**src/rtl/sysctl_pkg.sv**
```systemverilog
`timescale 1ns/1ps
package sysctl_pkg;
    localparam int REG_W  = 32;
    localparam int BE_W   = REG_W / 8;
    localparam int N_SLOT = 4;
    localparam int STEP_W = 2;

    localparam int BIT_STEP_LO = 30;
    localparam int BIT_PAIR    = 29;
    localparam int BIT_ALL     = 28;
    localparam int BIT_CSC     = 26;
    localparam int BIT_FLAG    = 25;
    localparam int BIT_EN      = 24;

    localparam logic [REG_W-1:0] RESET_WORD = 32'h0844_9060;
    localparam logic [REG_W-1:0] WRITABLE   = 32'hFF70_C07B;
    localparam logic [REG_W-1:0] SHARED     = 32'hE500_0000;
    localparam logic [REG_W-1:0] GRST_ONLY  = 32'hFF00_0000;
    localparam logic [REG_W-1:0] FLAG_MASK  = REG_W'(1) << BIT_FLAG;
    localparam logic [REG_W-1:0] FIXED_RO   = RESET_WORD & ~WRITABLE;
    localparam logic [REG_W-1:0] PER_FN     = WRITABLE & ~SHARED;
    localparam logic [REG_W-1:0] PLAIN_RW   = PER_FN & ~FLAG_MASK;

    typedef struct packed {
        logic [STEP_W-1:0] step;
        logic              pair_tie;
        logic              route_csc;
        logic              smi_en;
    } shared_cfg_t;

    function automatic logic [REG_W-1:0] be_to_mask(input logic [BE_W-1:0] be);
        logic [REG_W-1:0] m;
        m = '0;
        for (int b = 0; b < BE_W; b++) begin
            m[b*8 +: 8] = {8{be[b]}};
        end
        return m;
    endfunction
endpackage

```
**src/rtl/sysctl_regfile.sv**
```systemverilog
`timescale 1ns/1ps
module sysctl_regfile
    import sysctl_pkg::*;
#(
    parameter int               NUM_FN     = 2,
    parameter int               FN_W       = 1,
    parameter int               ADDR_W     = 8,
    parameter logic [ADDR_W-1:0] REG_OFFSET = 'h80
) (
    input  logic                clk,
    input  logic                grst_n,
    input  logic [NUM_FN-1:0]   frst_n,
    input  logic                wr_en,
    input  logic [FN_W-1:0]     acc_fn,
    input  logic [ADDR_W-1:0]   acc_addr,
    input  logic [BE_W-1:0]     wr_be,
    input  logic [REG_W-1:0]    wr_data,
    input  logic [NUM_FN-1:0]   pwr_wr,
    output logic [REG_W-1:0]    rd_data,
    output shared_cfg_t         cfg,
    output logic [NUM_FN-1:0]   all_tie,
    output logic [NUM_FN-1:0]   smi_flag
);
    typedef struct packed {
        logic [REG_W-1:0]             shr;
        logic [NUM_FN-1:0][REG_W-1:0] own;
    } regs_t;

    regs_t            st_d, st_q;
    logic             wr_hit;
    logic [REG_W-1:0] wmask;

    assign wr_hit = wr_en && (acc_addr == REG_OFFSET);
    assign wmask  = be_to_mask(wr_be);

    // next-state: shared fields (function 0 only), per-function fields, flag set/clear
    always_comb begin
        st_d = st_q;
        if (wr_hit && (acc_fn == '0)) begin
            st_d.shr = (st_q.shr & ~(wmask & SHARED)) | (wr_data & wmask & SHARED);
        end
        for (int f = 0; f < NUM_FN; f++) begin
            if (wr_hit && (acc_fn == FN_W'(f))) begin
                st_d.own[f] = (st_q.own[f] & ~(wmask & PLAIN_RW)) | (wr_data & wmask & PLAIN_RW);
                if (wmask[BIT_FLAG] && wr_data[BIT_FLAG]) begin
                    st_d.own[f][BIT_FLAG] = 1'b0;
                end
            end
            // set has priority over write-1-to-clear
            if (pwr_wr[f] && st_q.shr[BIT_EN]) begin
                st_d.own[f][BIT_FLAG] = 1'b1;
            end
            // function reset spares the upper byte
            if (!frst_n[f]) begin
                st_d.own[f] = (st_d.own[f] & GRST_ONLY) | (RESET_WORD & PER_FN & ~GRST_ONLY);
            end
        end
    end

    always_ff @(posedge clk or negedge grst_n) begin
        if (!grst_n) begin
            st_q.shr <= RESET_WORD & SHARED;
            for (int f = 0; f < NUM_FN; f++) begin
                st_q.own[f] <= RESET_WORD & PER_FN;
            end
        end else begin
            st_q <= st_d;
        end
    end

    always_comb begin
        rd_data = '0;
        for (int f = 0; f < NUM_FN; f++) begin
            if (acc_fn == FN_W'(f)) begin
                rd_data = (st_q.shr & SHARED) | (st_q.own[f] & PER_FN) | FIXED_RO;
            end
        end
        if (acc_addr != REG_OFFSET) begin
            rd_data = '0;
        end
    end

    assign cfg.step      = st_q.shr[BIT_STEP_LO +: STEP_W];
    assign cfg.pair_tie  = st_q.shr[BIT_PAIR];
    assign cfg.route_csc = st_q.shr[BIT_CSC];
    assign cfg.smi_en    = st_q.shr[BIT_EN];

    for (genvar f = 0; f < NUM_FN; f++) begin : g_fn_out
        assign all_tie[f]  = st_q.own[f][BIT_ALL];
        assign smi_flag[f] = st_q.own[f][BIT_FLAG];
    end
endmodule

```
**src/rtl/sysctl_int_router.sv**
```systemverilog
`timescale 1ns/1ps
module sysctl_int_router
    import sysctl_pkg::*;
#(
    parameter int NUM_FN = 2
) (
    input  logic              clk,
    input  logic              grst_n,
    input  logic [N_SLOT-1:0] req,
    input  logic [STEP_W-1:0] step,
    input  logic              pair_tie,
    input  logic [NUM_FN-1:0] all_tie,
    output logic [N_SLOT-1:0] slot
);
    typedef struct packed {
        logic [N_SLOT-1:0] slot;
    } rt_t;

    rt_t               rt_d, rt_q;
    logic [N_SLOT-1:0] merged;

    // merge first, then rotate
    always_comb begin
        merged = req;
        if (|all_tie) begin
            merged = {{(N_SLOT-1){1'b0}}, |req};
        end else if (pair_tie) begin
            merged[0] = req[0] | req[1];
            merged[1] = 1'b0;
        end
        rt_d.slot = '0;
        for (int i = 0; i < N_SLOT; i++) begin
            rt_d.slot[(i + int'(step)) % N_SLOT] = merged[i];
        end
    end

    always_ff @(posedge clk or negedge grst_n) begin
        if (!grst_n) begin
            rt_q <= '0;
        end else begin
            rt_q <= rt_d;
        end
    end

    assign slot = rt_q.slot;
endmodule

```
**src/rtl/sysctl_pin_report.sv**
```systemverilog
`timescale 1ns/1ps
module sysctl_pin_report #(
    parameter int NUM_FN = 2
) (
    input  logic                  pair_tie,
    input  logic [NUM_FN-1:0]     all_tie,
    output logic [8*NUM_FN-1:0]   pin_code
);
    for (genvar f = 0; f < NUM_FN; f++) begin : g_pin
        if (f == 0) begin : g_first
            assign pin_code[7:0] = 8'h01;
        end else if (f == 1) begin : g_second
            assign pin_code[15:8] = ((|all_tie) || pair_tie) ? 8'h01 : 8'h02;
        end else begin : g_rest
            assign pin_code[f*8 +: 8] = (|all_tie) ? 8'h01 : 8'(f + 1);
        end
    end
endmodule

```
**src/rtl/sysctl_smi_route.sv**
```systemverilog
`timescale 1ns/1ps
module sysctl_smi_route #(
    parameter int NUM_FN = 2
) (
    input  logic [NUM_FN-1:0] smi_flag,
    input  logic              route_csc,
    output logic              irq2,
    output logic [NUM_FN-1:0] csc
);
    always_comb begin
        irq2 = 1'b0;
        csc  = '0;
        if (route_csc) begin
            csc = smi_flag;
        end else begin
            irq2 = |smi_flag;
        end
    end
endmodule

```
**src/rtl/sysctl_irq_route.sv**
```systemverilog
`timescale 1ns/1ps
module sysctl_irq_route
    import sysctl_pkg::*;
#(
    parameter int                NUM_FN     = 2,
    parameter int                FN_W       = (NUM_FN > 1) ? $clog2(NUM_FN) : 1,
    parameter int                ADDR_W     = 8,
    parameter logic [ADDR_W-1:0] REG_OFFSET = 'h80
) (
    input  logic                 clk,
    input  logic                 grst_n,
    input  logic [NUM_FN-1:0]    frst_n,
    input  logic                 cfg_wr,
    input  logic [FN_W-1:0]      cfg_fn,
    input  logic [ADDR_W-1:0]    cfg_addr,
    input  logic [3:0]           cfg_be,
    input  logic [31:0]          cfg_wdata,
    output logic [31:0]          cfg_rdata,
    input  logic [3:0]           irq_req,
    input  logic [NUM_FN-1:0]    pwr_wr,
    output logic [3:0]           slot_irq,
    output logic [8*NUM_FN-1:0]  int_pin,
    output logic                 irq2_req,
    output logic [NUM_FN-1:0]    csc_req
);
    shared_cfg_t       shr_cfg;
    logic [NUM_FN-1:0] all_tie;
    logic [NUM_FN-1:0] smi_flag;

    sysctl_regfile #(
        .NUM_FN(NUM_FN), .FN_W(FN_W), .ADDR_W(ADDR_W), .REG_OFFSET(REG_OFFSET)
    ) regs_i (
        .clk(clk), .grst_n(grst_n), .frst_n(frst_n),
        .wr_en(cfg_wr), .acc_fn(cfg_fn), .acc_addr(cfg_addr),
        .wr_be(cfg_be), .wr_data(cfg_wdata), .pwr_wr(pwr_wr),
        .rd_data(cfg_rdata), .cfg(shr_cfg), .all_tie(all_tie), .smi_flag(smi_flag)
    );

    sysctl_int_router #(.NUM_FN(NUM_FN)) router_i (
        .clk(clk), .grst_n(grst_n), .req(irq_req),
        .step(shr_cfg.step), .pair_tie(shr_cfg.pair_tie), .all_tie(all_tie),
        .slot(slot_irq)
    );

    sysctl_pin_report #(.NUM_FN(NUM_FN)) pins_i (
        .pair_tie(shr_cfg.pair_tie), .all_tie(all_tie), .pin_code(int_pin)
    );

    sysctl_smi_route #(.NUM_FN(NUM_FN)) smi_i (
        .smi_flag(smi_flag), .route_csc(shr_cfg.route_csc),
        .irq2(irq2_req), .csc(csc_req)
    );
endmodule

```
**config.mk**
```make
export PLATFORM = sky130hd
export DESIGN_NAME = sysctl_irq_route
export DESIGN_NICKNAME = d
export VERILOG_FILES = /design/src/rtl/sysctl_pkg.sv /design/src/rtl/sysctl_regfile.sv /design/src/rtl/sysctl_int_router.sv /design/src/rtl/sysctl_pin_report.sv /design/src/rtl/sysctl_smi_route.sv /design/src/rtl/sysctl_irq_route.sv
export SDC_FILE = /design/constraint.sdc
export NUM_CORES = 1
export LEC_CHECK = 0
export CORE_MARGIN = 3
export CORE_UTILIZATION = 35
export DETAILED_ROUTE_END_ITERATION = 7
export PLACE_DENSITY_LB_ADDON = 0.12
export SLEW_MARGIN = 20
export SYNTH_ARGS = -nofsm -noshare
export SYNTH_HDL_FRONTEND = slang
export SYNTH_HIERARCHICAL = 1
export SYNTH_SLANG_ARGS = --single-unit
```
**constraint.sdc**
```tcl
create_clock -name clk -period 2.8 [get_ports clk]
set_input_delay 0.28 -clock clk [delete_from_list [all_inputs] [get_ports clk]]
set_output_delay 0.28 -clock clk [all_outputs]
set_load 0.01 [all_outputs]
```
==> impl_metrics.py <==
metrics = {
    "final_layout": {
        "layout.core_utilization": 0.484,
        "num-nets-final": 369,
        "layout.cells.most_common_list": "71 x sky130_fd_sc_hd__clkdlybuf4s50_1, 36 x sky130_fd_sc_hd__nand2_1, 34 x sky130_fd_sc_hd__mux2i_1",
        "layout_commonest_cell": "sky130_fd_sc_hd__clkdlybuf4s50_1",
        "syn2layout_area_growth_pct": 30.6,
        "antenna_cells": 0,
        "final_layout_size_suffix_gt1_frac": 0.134,
    },
    "clocking": {
        "clock_sink_count": 37,
        "clkLatencyLatePin_ps": 280,
        "cts_repair_resize_count": 0,
        "cts_tree": "yes",
        "cts_hold_buffers": 0,
        "cts-htree-levels": 2,
        "ctsLongestPathBuffers": 2,
        "clock_tree.root_cell": "sky130_fd_sc_hd__clkbuf_8",
        "cts_made_buffers": 5,
        "cts.reportedPaths.clkPinSlew_ps": 70,
        "cts_post_setup_buffers_inserted": 0,
    },
    "sta": {
        "drv_slew": 0,
        "final_critical_path_setup_slack_ps": 305,
        "achievable-frequency_ghz": 0.401,
        "period_minus_slack_ps": 2500,
        "timing.setup.tns_ps": 0,
        "slew_headroom": 0.436,
        "slew_of_the_pin_with_the_lowest_slew_margin_ps": 846,
        "period_share": 0.891,
        "timing_hold_violations_final": 0,
        "fin_worst_skew_ps": 2.06,
        "grt_setup_unrepaired": "false",
        "setup-violations-final": 0,
    },
    "setup_path": {
        "setup.reg_to_reg.worst_slack_ps": 1410,
        "startpoint_type": "input pin",
        "worst-endpoint-required_ps": 2520,
        "crit_path_max_fanout": 17,
        "crit_path_end_kind": "output port",
        "critical_path_data_arrival_time_ps": 2220,
        "worst-setup-path-type": "in2out",
        "worst_r2r_endpoint": "router_i/slot[1]",
        "cell_depth_of_the_worst_flop_to_flop_path": 3,
    },
    "floorplan": {
        "coreArea_um2": 6490,
        "die-height_um": 88.9,
        "starting_utilization_of_the_core_area": 0.371,
        "i_o_pin_count": 111,
        "die_width_um": 88.9,
        "row_count": 29,
        "dieArea_um2": 7910,
    },
    "detailed_routing": {
        "drc_errors_left": 0,
        "detail_route.first_pass.iterations": 4,
        "per_cell_via_count_in_the_routed_design": 4.85,
        "drt-wirelength-per-cell_um": 14.6,
        "via_total_after_detailed_routing": 1896,
        "drt_wl_total_um": 5720,
        "drt_iter0_drc": 60,
        "postRouteAntennaNets": 0,
    },
    "global_routing": {
        "first_global_vias": 1778,
        "initial_antenna_violation_count": 0,
        "globalRouteOverflowTotal": 0,
        "grt_start_max_net_pins": 38,
        "grt_pass1_wl_um": 8920,
        "gr-usage-all-layers": 0.147,
    },
    "placed_design": {
        "post-dp-hpwl_um": 4130,
        "pre_cts_ws_ps": 314,
        "gp_routability_congestion": 0.701,
        "port_buffers": 72,
    },
    "hold_path": {
        "hold_path.class": "in2async",
    },
    "run": {
        "timing.max_cap.violations": 0,
    },
    "synth": {
        "yosysWarningCount": 6,
        "post_synthesis_area_per_instance_um2": 9.67,
        "syn-instance-count": 249,
        "mappedNetlistArea_um2": 2410,
    },
    "status": {
        "run_status": "finished, final reports clean",
    },
    "pwr": {
        "vdd_ir_drop_max_v": 0.000159,
        "static-leakage-power_nw": 1.34,
        "pwr_density_cell_nw_per_um2": 352,
    },
}
power by group:
group / total (mW) / internal (mW) / switching (mW)
clock: 0.358 / 0.177 / 0.182
sequential: 0.555 / 0.546 / 0.00893
combinational: 0.194 / 0.0998 / 0.0946
through the flow:
stage               cell area (um^2)  instances  power (mW)  hold WS (ps)
detailed placement              3060        383       0.759           442
global placement                3060        383       0.758           443
floorplan                       2490        271       0.679         -15.6
global route                    3140        391        1.17           162
finish                          3140        391        1.11           102
CTS                             3140        391        1.13           126
layer usage:
metal	wire, um	track usage
met5	0	0
met4	48	0.0514
met3	320	0.0276
met2	2740	0.238
met1	2610	0.198
worst max path at each step:
| stage | startpoint | cells past startpoint | slack (ps) | end |
|---|---|---|---|---|
| 2_1_floorplan | cfg_addr[5] | 5 | 900 | cfg_rdata[18] |
| 3_3_place_gp | cfg_addr[5] | 6 | 330 | cfg_rdata[21] |
| 3_5_place_dp | cfg_addr[1] | 6 | 310 | cfg_rdata[20] |
| 4_1_cts | cfg_addr[1] | 6 | 300 | cfg_rdata[21] |
| 5_1_grt | cfg_addr[4] | 6 | 190 | cfg_rdata[1] |
| 6_report | cfg_addr[1] | 6 | 300 | cfg_rdata[21] |
worst max-delay path: stages:
cell	delay, ps
sky130_fd_sc_hd__clkdlybuf4s50_1	420
sky130_fd_sc_hd__nor4_1	480
sky130_fd_sc_hd__nand2_1	100
sky130_fd_sc_hd__buf_4	230
sky130_fd_sc_hd__nor2_1	160
sky130_fd_sc_hd__clkdlybuf4s50_1	550
cell type report:
| class | count | area [um^2] |
|---|---|---|
| fillers | 633 | 3350 |
| multi-input cells | 184 | 1230 |
| flip-flops and latches | 37 | 938 |
| repair buffers | 78 | 773 |
| well taps | 77 | 96.3 |
| clock buffers | 8 | 80.1 |
| inverters | 7 | 26.3 |
(Power assumes the default switching activity.)
